**config.mk**
```make
export PLATFORM = sky130hd
export DESIGN_NAME = qdb_datapath
export DESIGN_NICKNAME = d
export VERILOG_FILES = /design/src/rtl/qdb_pkg.sv /design/src/rtl/qdb_lane_enc.sv /design/src/rtl/qdb_lane_dec.sv /design/src/rtl/qdb_tx.sv /design/src/rtl/qdb_rx.sv /design/src/rtl/qdb_datapath.sv
export SDC_FILE = /design/constraint.sdc
export NUM_CORES = 1
export LEC_CHECK = 0
export CORE_ASPECT_RATIO = 0.6
export CORE_UTILIZATION = 25
export CTS_BUF_LIST = sky130_fd_sc_hd__clkbuf_2
export DETAILED_ROUTE_END_ITERATION = 7
export PLACE_DENSITY = 0.52
export SLEW_MARGIN = 20
export SYNTH_ARGS = -nofsm -noshare
export SYNTH_HDL_FRONTEND = slang
export SYNTH_SLANG_ARGS = --single-unit
```
**constraint.sdc**
```tcl
create_clock -name clk -period 7.9 [get_ports clk]
set_input_delay 0.79 -clock clk [delete_from_list [all_inputs] [get_ports clk]]
set_output_delay 0.79 -clock clk [all_outputs]
set_load 0.03 [all_outputs]
```
**src/rtl/qdb_pkg.sv**
```systemverilog
package qdb_pkg;

    // Transmit ownership of the data bus
    typedef enum logic {
        TX_IDLE = 1'b0,
        TX_SEND = 1'b1
    } tx_mode_e;

endpackage

```
**src/rtl/qdb_lane_enc.sv**
```systemverilog
module qdb_lane_enc #(
    parameter int GRP_W = 16
) (
    input  logic [GRP_W-1:0] data_i,
    output logic [GRP_W-1:0] wire_n_o,
    output logic             inv_n_o
);
    localparam int CNT_W = $clog2(GRP_W + 1);
    localparam int LIMIT = GRP_W / 2;

    logic [CNT_W-1:0] ones;

    // Logical ones become low wires when driven without inversion
    always_comb begin
        ones = '0;
        for (int i = 0; i < GRP_W; i++) begin
            ones = ones + CNT_W'(data_i[i]);
        end
    end

    // invert only when more than half the wires would go low
    always_comb begin
        if (int'(ones) > LIMIT) begin
            wire_n_o = data_i;
            inv_n_o  = 1'b0;
        end else begin
            wire_n_o = ~data_i;
            inv_n_o  = 1'b1;
        end
    end

endmodule

```
**src/rtl/qdb_lane_dec.sv**
```systemverilog
module qdb_lane_dec #(
    parameter int GRP_W = 16
) (
    input  logic [GRP_W-1:0] wire_n_i,
    input  logic             inv_n_i,
    output logic [GRP_W-1:0] data_o
);
    // an active flag means the wires already carry true polarity
    always_comb begin
        data_o = inv_n_i ? ~wire_n_i : wire_n_i;
    end

endmodule

```
**src/rtl/qdb_tx.sv**
```systemverilog
module qdb_tx
    import qdb_pkg::*;
#(
    parameter int BUS_W = 64,
    parameter int GRP_W = 16,
    parameter int SUBS  = 4
) (
    input  logic                  clk,
    input  logic                  rst_n,
    input  logic                  tx_valid,
    input  logic [BUS_W*SUBS-1:0] tx_payload,
    output logic                  tx_ready,
    output logic [BUS_W-1:0]      bus_d_n,
    output logic [BUS_W/GRP_W-1:0] bus_inv_n,
    output logic                  bus_drdy_n,
    output logic                  bus_dbsy_n,
    output logic [$clog2(SUBS)-1:0] bus_phase
);
    localparam int N_GRP = BUS_W / GRP_W;
    localparam int PH_W  = $clog2(SUBS);
    localparam int PAY_W = BUS_W * SUBS;
    localparam logic [PH_W-1:0] LAST = PH_W'(SUBS - 1);

    typedef struct packed {
        logic [PH_W-1:0]  phase;
        tx_mode_e         mode;
        logic [PAY_W-1:0] payload;
        logic [BUS_W-1:0] d_n;
        logic [N_GRP-1:0] inv_n;
        logic             drdy_n;
        logic             dbsy_n;
    } tx_state_t;

    tx_state_t st_d, st_q;

    logic             accept;
    logic [PH_W-1:0]  nxt_ph;
    logic [BUS_W-1:0] src_word;
    logic [BUS_W-1:0] enc_d_n;
    logic [N_GRP-1:0] enc_inv_n;

    assign nxt_ph = st_q.phase + 1'b1;
    assign accept = tx_valid && (st_q.phase == LAST);

    // Word for the coming sub-phase: slot 0 of a new payload, or next stored slot
    always_comb begin
        if (accept) begin
            src_word = tx_payload[BUS_W-1:0];
        end else begin
            src_word = st_q.payload[int'(nxt_ph)*BUS_W +: BUS_W];
        end
    end

    for (genvar g = 0; g < N_GRP; g++) begin : g_enc
        qdb_lane_enc #(.GRP_W(GRP_W)) u_enc (
            .data_i  (src_word[g*GRP_W +: GRP_W]),
            .wire_n_o(enc_d_n[g*GRP_W +: GRP_W]),
            .inv_n_o (enc_inv_n[g])
        );
    end

    always_comb begin
        st_d       = st_q;
        st_d.phase = nxt_ph;
        if (accept) begin
            st_d.payload = tx_payload;
            st_d.mode    = TX_SEND;
            st_d.d_n     = enc_d_n;
            st_d.inv_n   = enc_inv_n;
            st_d.drdy_n  = 1'b0;
            st_d.dbsy_n  = 1'b0;
        end else if (st_q.mode == TX_SEND && st_q.phase != LAST) begin
            st_d.d_n     = enc_d_n;
            st_d.inv_n   = enc_inv_n;
            st_d.drdy_n  = 1'b0;
            st_d.dbsy_n  = 1'b0;
        end else if (st_q.phase == LAST) begin
            st_d.mode    = TX_IDLE;
            st_d.d_n     = '1;
            st_d.inv_n   = '1;
            st_d.drdy_n  = 1'b1;
            st_d.dbsy_n  = 1'b1;
        end
    end

    always_ff @(posedge clk) begin
        if (!rst_n) begin
            st_q.phase   <= '0;
            st_q.mode    <= TX_IDLE;
            st_q.payload <= '0;
            st_q.d_n     <= '1;
            st_q.inv_n   <= '1;
            st_q.drdy_n  <= 1'b1;
            st_q.dbsy_n  <= 1'b1;
        end else begin
            st_q <= st_d;
        end
    end

    assign tx_ready   = (st_q.phase == LAST);
    assign bus_d_n    = st_q.d_n;
    assign bus_inv_n  = st_q.inv_n;
    assign bus_drdy_n = st_q.drdy_n;
    assign bus_dbsy_n = st_q.dbsy_n;
    assign bus_phase  = st_q.phase;

    // Assertions
    p_idle_quiet_r1: assert property (@(posedge clk) disable iff (!rst_n)
        bus_drdy_n |-> (&bus_d_n && &bus_inv_n));

    p_ignore_early_r2: assert property (@(posedge clk) disable iff (!rst_n)
        (!tx_ready && bus_drdy_n) |=> bus_drdy_n);

    p_start_r3: assert property (@(posedge clk) disable iff (!rst_n)
        (tx_valid && tx_ready) |=> (!bus_drdy_n && bus_phase == '0));

    p_order_r3: assert property (@(posedge clk) disable iff (!rst_n)
        (!bus_drdy_n && bus_phase != LAST) |=>
            (!bus_drdy_n && bus_phase == $past(bus_phase) + 1'b1));

    p_busy_cover_r3: assert property (@(posedge clk) disable iff (!rst_n)
        !bus_drdy_n |-> !bus_dbsy_n);

    p_release_r6: assert property (@(posedge clk) disable iff (!rst_n)
        (!bus_drdy_n && bus_phase == LAST && !tx_valid) |=>
            (bus_drdy_n && bus_dbsy_n && &bus_d_n && &bus_inv_n));

    p_back_to_back_r7: assert property (@(posedge clk) disable iff (!rst_n)
        (!bus_drdy_n && bus_phase == LAST && tx_valid) |=>
            (!bus_dbsy_n && !bus_drdy_n && bus_phase == '0));

    for (genvar g = 0; g < N_GRP; g++) begin : g_lim
        p_low_limit_r5: assert property (@(posedge clk) disable iff (!rst_n)
            !bus_drdy_n |-> ($countones(~bus_d_n[g*GRP_W +: GRP_W]) <= GRP_W/2));
    end

endmodule

```
**src/rtl/qdb_rx.sv**
```systemverilog
module qdb_rx #(
    parameter int BUS_W = 64,
    parameter int GRP_W = 16,
    parameter int SUBS  = 4
) (
    input  logic                     clk,
    input  logic                     rst_n,
    input  logic [BUS_W-1:0]         rx_d_n,
    input  logic [BUS_W/GRP_W-1:0]   rx_inv_n,
    input  logic                     rx_drdy_n,
    input  logic [$clog2(SUBS)-1:0]  rx_phase,
    output logic                     rx_valid,
    output logic [BUS_W*SUBS-1:0]    rx_payload
);
    localparam int N_GRP = BUS_W / GRP_W;
    localparam int PH_W  = $clog2(SUBS);
    localparam int PAY_W = BUS_W * SUBS;
    localparam logic [PH_W-1:0] LAST = PH_W'(SUBS - 1);

    typedef struct packed {
        logic             valid;
        logic [PAY_W-1:0] slots;
    } rx_state_t;

    rx_state_t st_d, st_q;
    logic [BUS_W-1:0] dec_word;

    for (genvar g = 0; g < N_GRP; g++) begin : g_dec
        qdb_lane_dec #(.GRP_W(GRP_W)) u_dec (
            .wire_n_i(rx_d_n[g*GRP_W +: GRP_W]),
            .inv_n_i (rx_inv_n[g]),
            .data_o  (dec_word[g*GRP_W +: GRP_W])
        );
    end

    always_comb begin
        st_d       = st_q;
        st_d.valid = !rx_drdy_n && (rx_phase == LAST);
        if (!rx_drdy_n) begin
            st_d.slots[int'(rx_phase)*BUS_W +: BUS_W] = dec_word;
        end
    end

    always_ff @(posedge clk) begin
        if (!rst_n) begin
            st_q.valid <= 1'b0;
            st_q.slots <= '0;
        end else begin
            st_q <= st_d;
        end
    end

    assign rx_valid   = st_q.valid;
    assign rx_payload = st_q.slots;

    // Assertions
    p_valid_after_last_r9: assert property (@(posedge clk) disable iff (!rst_n)
        (!rx_drdy_n && rx_phase == LAST) |=> rx_valid);

    p_valid_only_last_r9: assert property (@(posedge clk) disable iff (!rst_n)
        !(!rx_drdy_n && rx_phase == LAST) |=> !rx_valid);

    p_idle_keeps_slots_r9: assert property (@(posedge clk) disable iff (!rst_n)
        rx_drdy_n |=> $stable(rx_payload));

endmodule

```
**src/rtl/qdb_datapath.sv**
```systemverilog
module qdb_datapath #(
    parameter int BUS_W = 64,
    parameter int GRP_W = 16,
    parameter int SUBS  = 4
) (
    input  logic                     clk,
    input  logic                     rst_n,
    input  logic                     tx_valid,
    input  logic [BUS_W*SUBS-1:0]    tx_payload,
    output logic                     tx_ready,
    output logic [BUS_W-1:0]         bus_d_n,
    output logic [BUS_W/GRP_W-1:0]   bus_inv_n,
    output logic                     bus_drdy_n,
    output logic                     bus_dbsy_n,
    output logic [$clog2(SUBS)-1:0]  bus_phase,
    input  logic [BUS_W-1:0]         rx_d_n,
    input  logic [BUS_W/GRP_W-1:0]   rx_inv_n,
    input  logic                     rx_drdy_n,
    input  logic [$clog2(SUBS)-1:0]  rx_phase,
    output logic                     rx_valid,
    output logic [BUS_W*SUBS-1:0]    rx_payload
);
    qdb_tx #(.BUS_W(BUS_W), .GRP_W(GRP_W), .SUBS(SUBS)) u_tx (
        .clk       (clk),
        .rst_n     (rst_n),
        .tx_valid  (tx_valid),
        .tx_payload(tx_payload),
        .tx_ready  (tx_ready),
        .bus_d_n   (bus_d_n),
        .bus_inv_n (bus_inv_n),
        .bus_drdy_n(bus_drdy_n),
        .bus_dbsy_n(bus_dbsy_n),
        .bus_phase (bus_phase)
    );

    qdb_rx #(.BUS_W(BUS_W), .GRP_W(GRP_W), .SUBS(SUBS)) u_rx (
        .clk       (clk),
        .rst_n     (rst_n),
        .rx_d_n    (rx_d_n),
        .rx_inv_n  (rx_inv_n),
        .rx_drdy_n (rx_drdy_n),
        .rx_phase  (rx_phase),
        .rx_valid  (rx_valid),
        .rx_payload(rx_payload)
    );

endmodule

```
## Yosys cells after proc, flatten, opt, wreduce, memory -nomap -nowiden

Cells that the tools add are included.

| storage, ports and cells | value |
|---|---|
| flip-flop bits (word level) | 586 |
| bits in latches | 0 |
| RAM bits | 0 |
| memory bits (read-only) | 0 |
| output and inout port bits | 330 |
| memories kept | 0 |

| cells by class | value |
|---|---|
| add/subtract/negate cells | 62 |
| $mul | 0 |
| divide/modulo/power cells | 0 |
| $lt $le $gt $ge | 4 |
| equal/unequal tests | 4 |
| shift-type cells | 3 |
| multiplexer cells | 20 |
| bitwise logic cells | 8 |
| reductions and logical operators | 7 |

Operators by type and width:

| kind | number |
|---|---|
| $bwmux 256 | 1 |
| $shift 64x33->256 const A | 1 |
| $shiftx 256x9->64 | 1 |
| $shiftx 64x33->256 | 1 |
| $add 5x1->5 | 44 |
| $mux 70 | 3 |
| $mux 16 | 8 |
| $not 16->16 | 8 |
| $mux 64 | 1 |
| $neg 8->33 | 1 |
| $add 4x1->5 | 4 |
| $gt 5x4->1 const B | 4 |
| $add 3x1->4 | 4 |
| $add 2x1->3 | 4 |
| $add 1x1->2 | 4 |
| $mux 1 | 7 |
| $eq 2x2->1 const B | 2 |
| $logic_and 1x1->1 | 3 |
| $reduce_bool 3->1 | 1 |
| $add 2x1->2 const B | 1 |
| $ne 2x1->1 const B | 1 |
| $ne 2x2->1 const B | 1 |
| $reduce_and 2->1 | 1 |
| $reduce_bool 2->1 | 1 |
| $logic_not 1->1 | 1 |

## Depth between registers and ports, before layout

Gate-level depths: netlist of run 1.

| logic depth | value |
|---|---|
| word-level depth | 22 |
| gate-level depth with buffers | 23 |
| gate-level depth less buffers | 19 |

## By module

From an unflattened synthesis of run 1, not the netlist that was laid out.

| second synthesis, totals | value |
|---|---|
| cells, all modules | 2562 |
| area, all modules | 25455.7 sq um |

By module, submodules not included:

| module | times used | cells each | area each (sq um) | sequential area each (sq um) |
|---|---|---|---|---|
| qdb_tx | 1 | 1571 | 14118.5 | 6566.3 |
| qdb_rx | 1 | 675 | 8339.2 | 5144.9 |
| qdb_lane_enc (u_tx.g_enc[0].u_enc ...) | 3 | 60 | 573.0 | 0.0 |
| qdb_lane_dec | 4 | 18 | 171.4 | 0.0 |
| qdb_lane_enc (u_tx.g_enc[3].u_enc) | 1 | 64 | 593.1 | 0.0 |

## Least setup slack after synthesis of run 1

OpenSTA, ideal clock, no wires.

| timing | value |
|---|---|
| kind | register -> register |
| start point | register u_tx.st_q (netlist bit u_tx.bus_phase[0]) |
| end point | register u_tx.st_q (netlist bit u_tx.bus_d_n[37]) |
| library setup time | 133 ps |
| arrival | 5923 ps |
| slack | 1845 ps |
| cell stages (with the launch flop) | 24 |
| buffers on the path | 4 |
| period minus slack after synthesis | 6055 ps |
| cells stage by stage | dfxtp_1 -> ha_1 -> buf_2 -> and2_1 -> buf_2 -> clkbuf_1 -> nand2_1 -> a21boi_2 -> fa_1 -> inv_1 -> fa_1 -> fa_1 -> inv_1 -> fa_1 -> inv_1 -> ha_1 -> inv_1 -> fa_1 -> nor4bb_1 -> o31a_1 -> a221oi_4 -> buf_6 -> xnor2_1 -> a21oi_1 |

| between the ends | value |
|---|---|
| longest elaborated chain between the ends | 22 |

RTL lines:

| what | line | source |
|---|---|---|
| start, declared | qdb_tx.sv:34 | `tx_state_t st_d, st_q;` |
| start signal, assigned | qdb_tx.sv:96 | `st_q <= st_d;` |
| $eq 2x2->1 * | - |  |
| net tx_ready | qdb_datapath.sv:10 | `output logic tx_ready,` |
| $logic_and 1x1->1 | qdb_tx.sv:43 | `assign accept = tx_valid && (st_q.phase == LAST);` |
| $mux 64 | qdb_tx.sv:47 | `if (accept) begin` |
| $add 1x1->2 | qdb_lane_enc.sv:17 | `ones = ones + CNT_W'(data_i[i]);` |
| $add 2x1->3 | qdb_lane_enc.sv:17 |  |
| $add 3x1->4 | qdb_lane_enc.sv:17 |  |
| $add 4x1->5 | qdb_lane_enc.sv:17 |  |
| $add 5x1->5 (11 in series) | qdb_lane_enc.sv:17 |  |
| $gt 5x4->1 | qdb_lane_enc.sv:23 | `if (int'(ones) > LIMIT) begin` |
| $mux 16 | qdb_lane_enc.sv:23 |  |
| $mux 70 | qdb_tx.sv:72 | `end else if (st_q.mode == TX_SEND && st_q.phase != LAST) begin` |
| $mux 70 | qdb_tx.sv:65 | `if (accept) begin` |

The timed path passes the listed nets; every way through them passes the cells marked *.
A chain may end at the register's enable or synchronous reset.

## Final worst setup path of run 1

| timing | value |
|---|---|
| start point | register u_tx.st_q (netlist bit u_tx.bus_phase[1]) |
| end point | register u_tx.st_q (netlist bit u_tx.bus_d_n[57]) |

| between the ends | value |
|---|---|
| longest elaborated chain between the ends | 22 |

RTL lines:

| what | line |
|---|---|
| $add 2x1->2 / $eq 2x2->1 (equally long branches) | qdb_tx.sv:42, qdb_tx.sv:43, qdb_tx.sv:77 |
| $shiftx 256x9->64 / $logic_and 1x1->1 (equally long branches) | qdb_tx.sv:50, qdb_tx.sv:43 |
| $mux 64 | qdb_tx.sv:47 |
| $add 1x1->2 | qdb_lane_enc.sv:17 |
| $add 2x1->3 | qdb_lane_enc.sv:17 |
| $add 3x1->4 | qdb_lane_enc.sv:17 |
| $add 4x1->5 | qdb_lane_enc.sv:17 |
| $add 5x1->5 (11 in series) | qdb_lane_enc.sv:17 |
| $gt 5x4->1 | qdb_lane_enc.sv:23 |
| $mux 16 | qdb_lane_enc.sv:23 |
| $mux 70 | qdb_tx.sv:72 |
| $mux 70 | qdb_tx.sv:65 |

Parallel ways exist; a longest one is shown, timed or not.

==> results.py, run 1 <==
metrics = {
    "place": {
        "io_buffers": 659,
        "hpwl_mm": 68.20,
        "place_ws_ns": 0.7655,
        "globalplace.congestion": 0.8301,
    },
    "global_routing": {
        "grt_pass1_wl_mm": 144.7,
        "antenna_found_initial": 16,
        "overflow": 0,
        "grt_max_degree": 219,
        "track_usage_pct": 18.93,
        "grt_pass1_vias": 22860,
    },
    "die": {
        "fp.dieH_um": 246.5,
        "start_util_pct": 25.30,
        "fp.coreArea_um2": 98440,
        "io_pins": 660,
        "die_area_um2": 100900,
        "die_w_um": 409.5,
        "rows": 89,
    },
    "critical_path": {
        "worstPathCellList": "ha_4 -> and2_4 -> buf_12 -> buf_4 -> nand2_1 -> a21boi_2 -> fa_1 -> fa_1 -> inv_1 -> fa_1 -> inv_1 -> fa_1 -> inv_1 -> ha_1 -> inv_1 -> fa_1 -> nor4bb_1 -> o31a_1 -> a221oi_4 -> buf_4 -> xnor2_1 -> a21oi_1",
        "crit_fanout": 40,
        "slowest_delay_ns": 0.55,
        "crit_type": "flop to flop",
        "endpoint_kind": "flop",
        "cpMaxStageDelayCell": "and2_4",
        "crit_top_cell": "fa_1",
        "critical_path_buf_inv_count": 7,
        "crit_family": "adder cells",
        "critPathArrivalTime_ns": 7.65,
        "crit_required_ns": 9.13,
        "cp-start-kind": "flop",
    },
    "timing": {
        "rsz0062_at_grt": "no",
        "skew_ns": 0.1152,
        "worstMarginPinSlew_ns": 1.119,
        "slew_violations": 0,
        "period_share_pct": 81.26,
        "hold_viol_final": 0,
        "finalWorstSetupSlack_ns": 1.481,
        "fin_tns_setup_ns": 0,
        "setup_violations": 0,
        "fmax_ghz": 0.1558,
        "slew-limit-headroom_pct": 25.42,
        "post-route-min-period_ns": 6.419,
        "whs_ns": 0.3072,
    },
    "pwr": {
        "p_total_mw": 6.075,
        "p_per_area_nw_per_um2": 165.5,
        "leakage_nw": 13.31,
        "vdd_ir_drop_max_mv": 0.1105,
    },
    "yosys": {
        "ys_warn_count": 0,
        "synth.top_cell.area_share_pct": 47.03,
        "synth_area_leaders": "dfxtp_1 47%, nand2_1 7.7%, a22oi_1 7.7%, a21oi_1 6.5%, nor2_1 4.9%",
        "yosys.cell_types.count": 41,
        "synth_area_um2": 24900,
        "synth.largest_area_cell": "dfxtp_1",
        "synth_fp_nets": 3146,
        "ys_seq_area_share_pct": 47.03,
        "synth-seq-cells": 585,
        "avgSynthCellArea_um2": 9.059,
        "synth_cells": 2749,
    },
    "routing": {
        "drt_iter0_drc": 1472,
        "vias": 23138,
        "wire_per_inst_um": 19.53,
        "ant_nets": 0,
        "wirelength_mm": 98.82,
        "vias_per_cell": 4.574,
        "drc": 0,
        "dr.pass1.iters": 6,
    },
    "cts": {
        "cts_num_sinks": 585,
        "cts.path.max_buffers": 3,
        "clk_latency_ns": 1.44,
        "htreeDepth": 4,
        "root_buffer": "clkbuf_2",
        "postCtsSetupBuffers": 0,
        "clkTransAtPathRegs_ns": 0.12,
        "cts_tree": "done",
        "cts_buffers": 147,
    },
    "finish": {
        "final_common_cell": "clkdlybuf4s50_1",
        "area_growth_pct": 47.37,
        "drive_above_1_share_pct": 10.10,
        "final_cell_mix": "659 x clkdlybuf4s50_1, 584 x dfxtp_1, 513 x nand2_1",
        "fin_nets": 4026,
        "fillCellCount": 10091,
    },
    "hold_path": {
        "hold_class": "input pin to flop",
    },
    "job": {
        "cap_viol_max_count": 0,
    },
    "status": {
        "run_status": "finished, final reports clean",
    },
}
cells in the mapped netlist, drive strengths merged:
| master | count |
|---|---|
| nand2 | 514 |
| mux4 | 53 |
| a211oi | 2 |
| nand3b | 4 |
| nor3 | 4 |
| clkbuf | 162 |
| xnor2 | 53 |
| nor2 | 325 |
| or4b | 2 |
| a22oi | 256 |
| nor4 | 3 |
| a21boi | 57 |
| nor4b | 3 |
| fa | 40 |
| dfxtp | 585 |
| a21oi | 326 |
| o21ai | 7 |
| o32ai | 2 |
| o221ai | 11 |
| or3b | 2 |
| o31a | 2 |
| or3 | 1 |
| xor2 | 75 |
| nand2b | 6 |
| buf | 126 |
| nand4b | 2 |
| nor3b | 4 |
| ha | 27 |
| inv | 64 |
| mux2i | 23 |
| nor4bb | 4 |
| and2 | 2 |
| a221oi | 2 |
what timing repair did:
item | in CTS | in global routing
hold buffers | 313 | 0
resized for setup | 0 | 0
hold endpoints to repair | 464 | 0
state kept, by name (all words and copies together) (netlist names):
register and flops:
u_tx.st_q 257, u_rx.rx_payload 256, u_tx.bus_dbsy_n 1, u_tx.bus_inv_n 4
u_tx.bus_phase 2, u_rx.rx_valid 1, u_tx.bus_d_n 64
cell type report:
type	instances	area [µm²]	share of cell area, %
flip-flops and latches	585	11720	31.92
multi-input cells	1812	11590	31.58
repair buffers	1019	10160	27.68
well taps	1319	1650	4.497
clock buffers	211	1056	2.877
inverters	64	247.7	0.6750
clock inverters	33	246.5	0.6716
diodes	16	40.04	0.1091
path summary, 6_finish.rpt:
| check | startpoint | to | slack (ns) | depth (start not counted) |
|---|---|---|---|---|
| hold reg to reg | u_tx.st_q[252] | u_tx.st_q[252] | 0.46 | 2 |
| setup reg to reg | u_tx.bus_phase[1] | u_tx.bus_d_n[57] | 1.48 | 22 |
| hold / removal | rx_d_n[22] | u_rx.rx_payload[86] | 0.31 | 4 |
| setup / recovery | u_tx.bus_phase[1] | u_tx.bus_d_n[57] | 1.48 | 22 |
worst reg2reg max path, cell delays in order (launching register included):
cell	delay, ns
dfxtp_1	0.41
ha_4	0.28
and2_4	0.55
buf_12	0.29
buf_4	0.29
nand2_1	0.11
a21boi_2	0.19
fa_1	0.50
fa_1	0.49
inv_1	0.05
fa_1	0.53
inv_1	0.05
fa_1	0.52
inv_1	0.04
ha_1	0.20
inv_1	0.07
fa_1	0.42
nor4bb_1	0.16
o31a_1	0.30
a221oi_4	0.18
buf_4	0.33
xnor2_1	0.16
a21oi_1	0.08
metal layers:
metal  global-route usage (%)  wire length, µm  part of all wire, %  vias up
li1                         -                -                    -    11086
met4                    7.693             2860                  2.9        2
met1                    25.06            45230                   46    11322
met2                    29.38            45940                   46      560
met3                    4.674             4775                  4.8      168
met5                        0               13                0.013        -
stage by stage:
step,std cells,utilization (%),instance area [µm²]
6_report,5059,37.28,36700
5_1_grt,5058,37.28,36700
4_1_cts,5043,37.24,36660
3_5_place_dp,4486,32.74,32230
3_3_place_gp,4486,32.74,32230
2_1_floorplan,2749,-,24900
logic make-up after synthesis:
logic type	Yosys count	share of synthesized area [%]
adder cells (fa/ha/maj)	67	4.572
AO/OA/AOI/OAI	665	17.45
XOR/XNOR	128	4.502
multiplexers	76	5.717
flip-flops	585	47.03
buffers and inverters	352	6.818
AND/OR/NAND/NOR	876	13.91
report_power, final:
group	internal (mW)	switching [mW]	leakage (nW)
Clock	0.839	1.30	0.992
Sequential	2.99	0.0223	4.72
Combinational	0.443	0.480	7.60
Note: power is estimated with default switching activity, not from simulation.
==> inputs of run 2 (changes only) <==
--- a/config.mk
+++ b/config.mk
@@ -9,7 +9,7 @@
 export CORE_UTILIZATION = 25
 export CTS_BUF_LIST = sky130_fd_sc_hd__clkbuf_2
 export DETAILED_ROUTE_END_ITERATION = 7
-export PLACE_DENSITY = 0.52
+export PLACE_DENSITY = 0.53
 export SLEW_MARGIN = 20
 export SYNTH_ARGS = -nofsm -noshare
 export SYNTH_HDL_FRONTEND = slang
==> constraint.sdc (replaced) <==
create_clock -name clk -period 5.8 [get_ports clk]
set_input_delay 0.58 -clock clk [delete_from_list [all_inputs] [get_ports clk]]
set_output_delay 0.58 -clock clk [all_outputs]
set_load 0.03 [all_outputs]
==> run 2 against run 1 <==
Compared with the run above:
- the flow now finishes with violations (negative setup slack)
- fmax up 9.9%
- clock skew down 0.016 ns
- first-iteration DRC count up 14%
- design area up 8.1%
- critical path type unchanged
==> results.py, run 2 (synthesis results as in run 1) <==
metrics = {
    "pwr": {
        "p_total_mw": 8.544,
        "leakage_nw": 14.76,
        "p_per_area_nw_per_um2": 215.3,
        "vdd_ir_drop_max_mv": 0.1571,
    },
    "timing": {
        "skew_ns": 0.09905,
        "fmax_ghz": 0.1712,
        "worstMarginPinSlew_ns": 1.097,
        "slew_violations": 0,
        "rsz0062_at_grt": "yes",
        "period_share_pct": 100.7,
        "finalWorstSetupSlack_ns": -0.04005,
        "post-route-min-period_ns": 5.840,
        "slew-limit-headroom_pct": 26.89,
        "hold_viol_final": 0,
        "setup_violations": 12,
    },
    "place": {
        "globalplace.congestion": 0.8417,
        "hpwl_mm": 70.37,
        "io_buffers": 659,
        "place_ws_ns": -0.5167,
    },
    "die": {
        "die_area_um2": 100900,
        "fp.coreArea_um2": 98440,
        "start_util_pct": 25.30,
        "rows": 89,
        "io_pins": 660,
        "fp.dieH_um": 246.5,
        "die_w_um": 409.5,
    },
    "status": {
        "run_status": "complete, but fails checks",
        "violations": "negative setup slack",
    },
    "routing": {
        "wirelength_mm": 103.9,
        "wire_per_inst_um": 19.50,
        "drt-met1-wl_mm": 47.45,
        "drc": 0,
        "route.met2.wl_mm": 48.03,
        "vias": 24770,
        "wl_met3_mm": 5.634,
        "routed.top_layer": "met4",
        "drt_iter0_drc": 1680,
        "vias_per_cell": 4.651,
        "ant_nets": 0,
        "dr.pass1.iters": 5,
    },
    "critical_path": {
        "r2r_cells": 21,
        "crit_type": "flop to flop",
        "endpoint_kind": "flop",
        "r2r_start": "u_tx.bus_phase[0]",
        "ff2ff_setup_slack_ns": -0.04,
        "worstSetupEndpoint": "u_tx.bus_d_n[50]",
        "crit_fanout": 6,
        "cp-start-kind": "flop",
        "crit_path_start": "u_tx.bus_phase[0]",
        "crit_required_ns": 7.12,
        "critPathArrivalTime_ns": 7.16,
        "r2r-end": "u_tx.bus_d_n[50]",
    },
    "global_routing": {
        "grt_pass1_wl_mm": 151.4,
        "overflow": 0,
        "antenna_found_initial": 15,
        "grt_max_degree": 168,
        "grt_pass1_vias": 24020,
        "track_usage_pct": 19.74,
    },
    "finish": {
        "seq_area_um2": 11720,
        "final_cell_mix": "659 x clkdlybuf4s50_1, 583 x dfxtp_1, 513 x nand2_1",
        "drive_above_1_share_pct": 13.77,
        "fillCellCount": 9848,
        "area_growth_pct": 59.35,
        "fin_nets": 4295,
        "multi_input_area_um2": 11920,
        "largest_reg_flops": 257,
        "final_common_cell": "clkdlybuf4s50_1",
        "regMostFlops": "u_tx.st_q",
    },
    "cts": {
        "cts_num_sinks": 585,
        "cts_buffers": 148,
        "cts_tree": "done",
        "clkTransAtPathRegs_ns": 0.12,
        "clk_latency_ns": 1.45,
        "htreeDepth": 4,
        "cts.path.max_buffers": 3,
        "root_buffer": "clkbuf_2",
    },
    "job": {
        "cap_viol_max_count": 0,
    },
    "hold_path": {
        "hold_class": "input pin to flop",
    },
}
-- run 2: cell count changes in the layout (fill, tap and decap cells not counted), sizes merged --
cell         before  now
buf              47  179
dlygate4sd3     313  443
clkinv           26   38
clkbuf          211  200
inv              66   69
bufbuf            0    2
diode            16   14
and2              2    3
-- run 2: layout make-up --
cell class | count | area share (%)
inverter | 64 | 0.6243
tap | 1319 | 4.159
clock buffer | 197 | 2.485
multi-input combinational | 1813 | 30.03
timing repair buffer | 1286 | 32.30
clock inverter | 48 | 0.7914
antenna | 14 | 0.08828
sequential | 585 | 29.52
-- run 2: repair_timing --
item                       in CTS  in global routing
hold endpoints to repair      575                  0
setup endpoints to repair      29                 68
pin swaps                       6                 26
resized for setup              22                 49
setup buffers                   7                 12
hold buffers                  443                  0
gates cloned                    4                  3
-- run 2: metrics by stage --
step	instance area, µm²	util (%)	hold WS (ns)	setup TNS, ns	std cells
final	39680	40.31	0.2951	-0.1441	5326
after floorplan	24930	-	0.4331	0	2749
after CTS	39190	39.81	0.0006983	0	5297
after detailed placement	33200	33.72	0.4438	-25.67	4598
after global routing	39680	40.31	0.04285	-12.27	5325
after global placement	33200	33.72	0.4400	-22.13	4598
-- run 2: how the worst min path moves through the flow --
| stage | from | to | slack, ns | cells after the start |
|---|---|---|---|---|
| 2_1_floorplan | u_tx.st_q[262] | u_tx.st_q[262] | 0.43 | 2 |
| 3_3_place_gp | u_tx.st_q[92] | u_tx.st_q[92] | 0.44 | 2 |
| 3_5_place_dp | u_tx.st_q[275] | u_tx.st_q[275] | 0.44 | 2 |
| 4_1_cts | tx_payload[73] | u_tx.st_q[143] | 0.0007 | 4 |
| 5_1_grt | tx_payload[176] | u_tx.st_q[246] | 0.04 | 4 |
| 6_report | tx_payload[146] | u_tx.st_q[216] | 0.30 | 4 |
-- run 2: worst max-delay path, cell delays in order, from the launching register on --
cell and delay [ns]:
dfxtp_4 0.48, buf_12 0.18, buf_4 0.12, mux4_2 0.53, a21boi_4 0.22, fa_2 0.51
fa_1 0.52, inv_1 0.05, fa_1 0.53, inv_1 0.05, fa_1 0.52, inv_1 0.04
ha_2 0.19, inv_1 0.06, fa_1 0.44, nor4bb_1 0.17, o31a_1 0.31, a221oi_4 0.23
buf_6 0.15, bufbuf_16 0.25, xor2_1 0.14, a21oi_1 0.08
-- run 2: routing by layer --
layer | GRT usage, % | vias to the layer above
met1 | 26.72 | 12207
met4 | 7.364 | 0
met5 | 0 | -
met2 | 30.70 | 740
li1 | - | 11629
met3 | 4.246 | 194
-- run 2: power by group --
| group | switching (mW) | internal [mW] | leakage [nW] |
|---|---|---|---|
| logic | 0.719 | 0.772 | 9.07 |
| clock network | 1.85 | 1.10 | 0.971 |
| registers | 0.0317 | 4.07 | 4.72 |
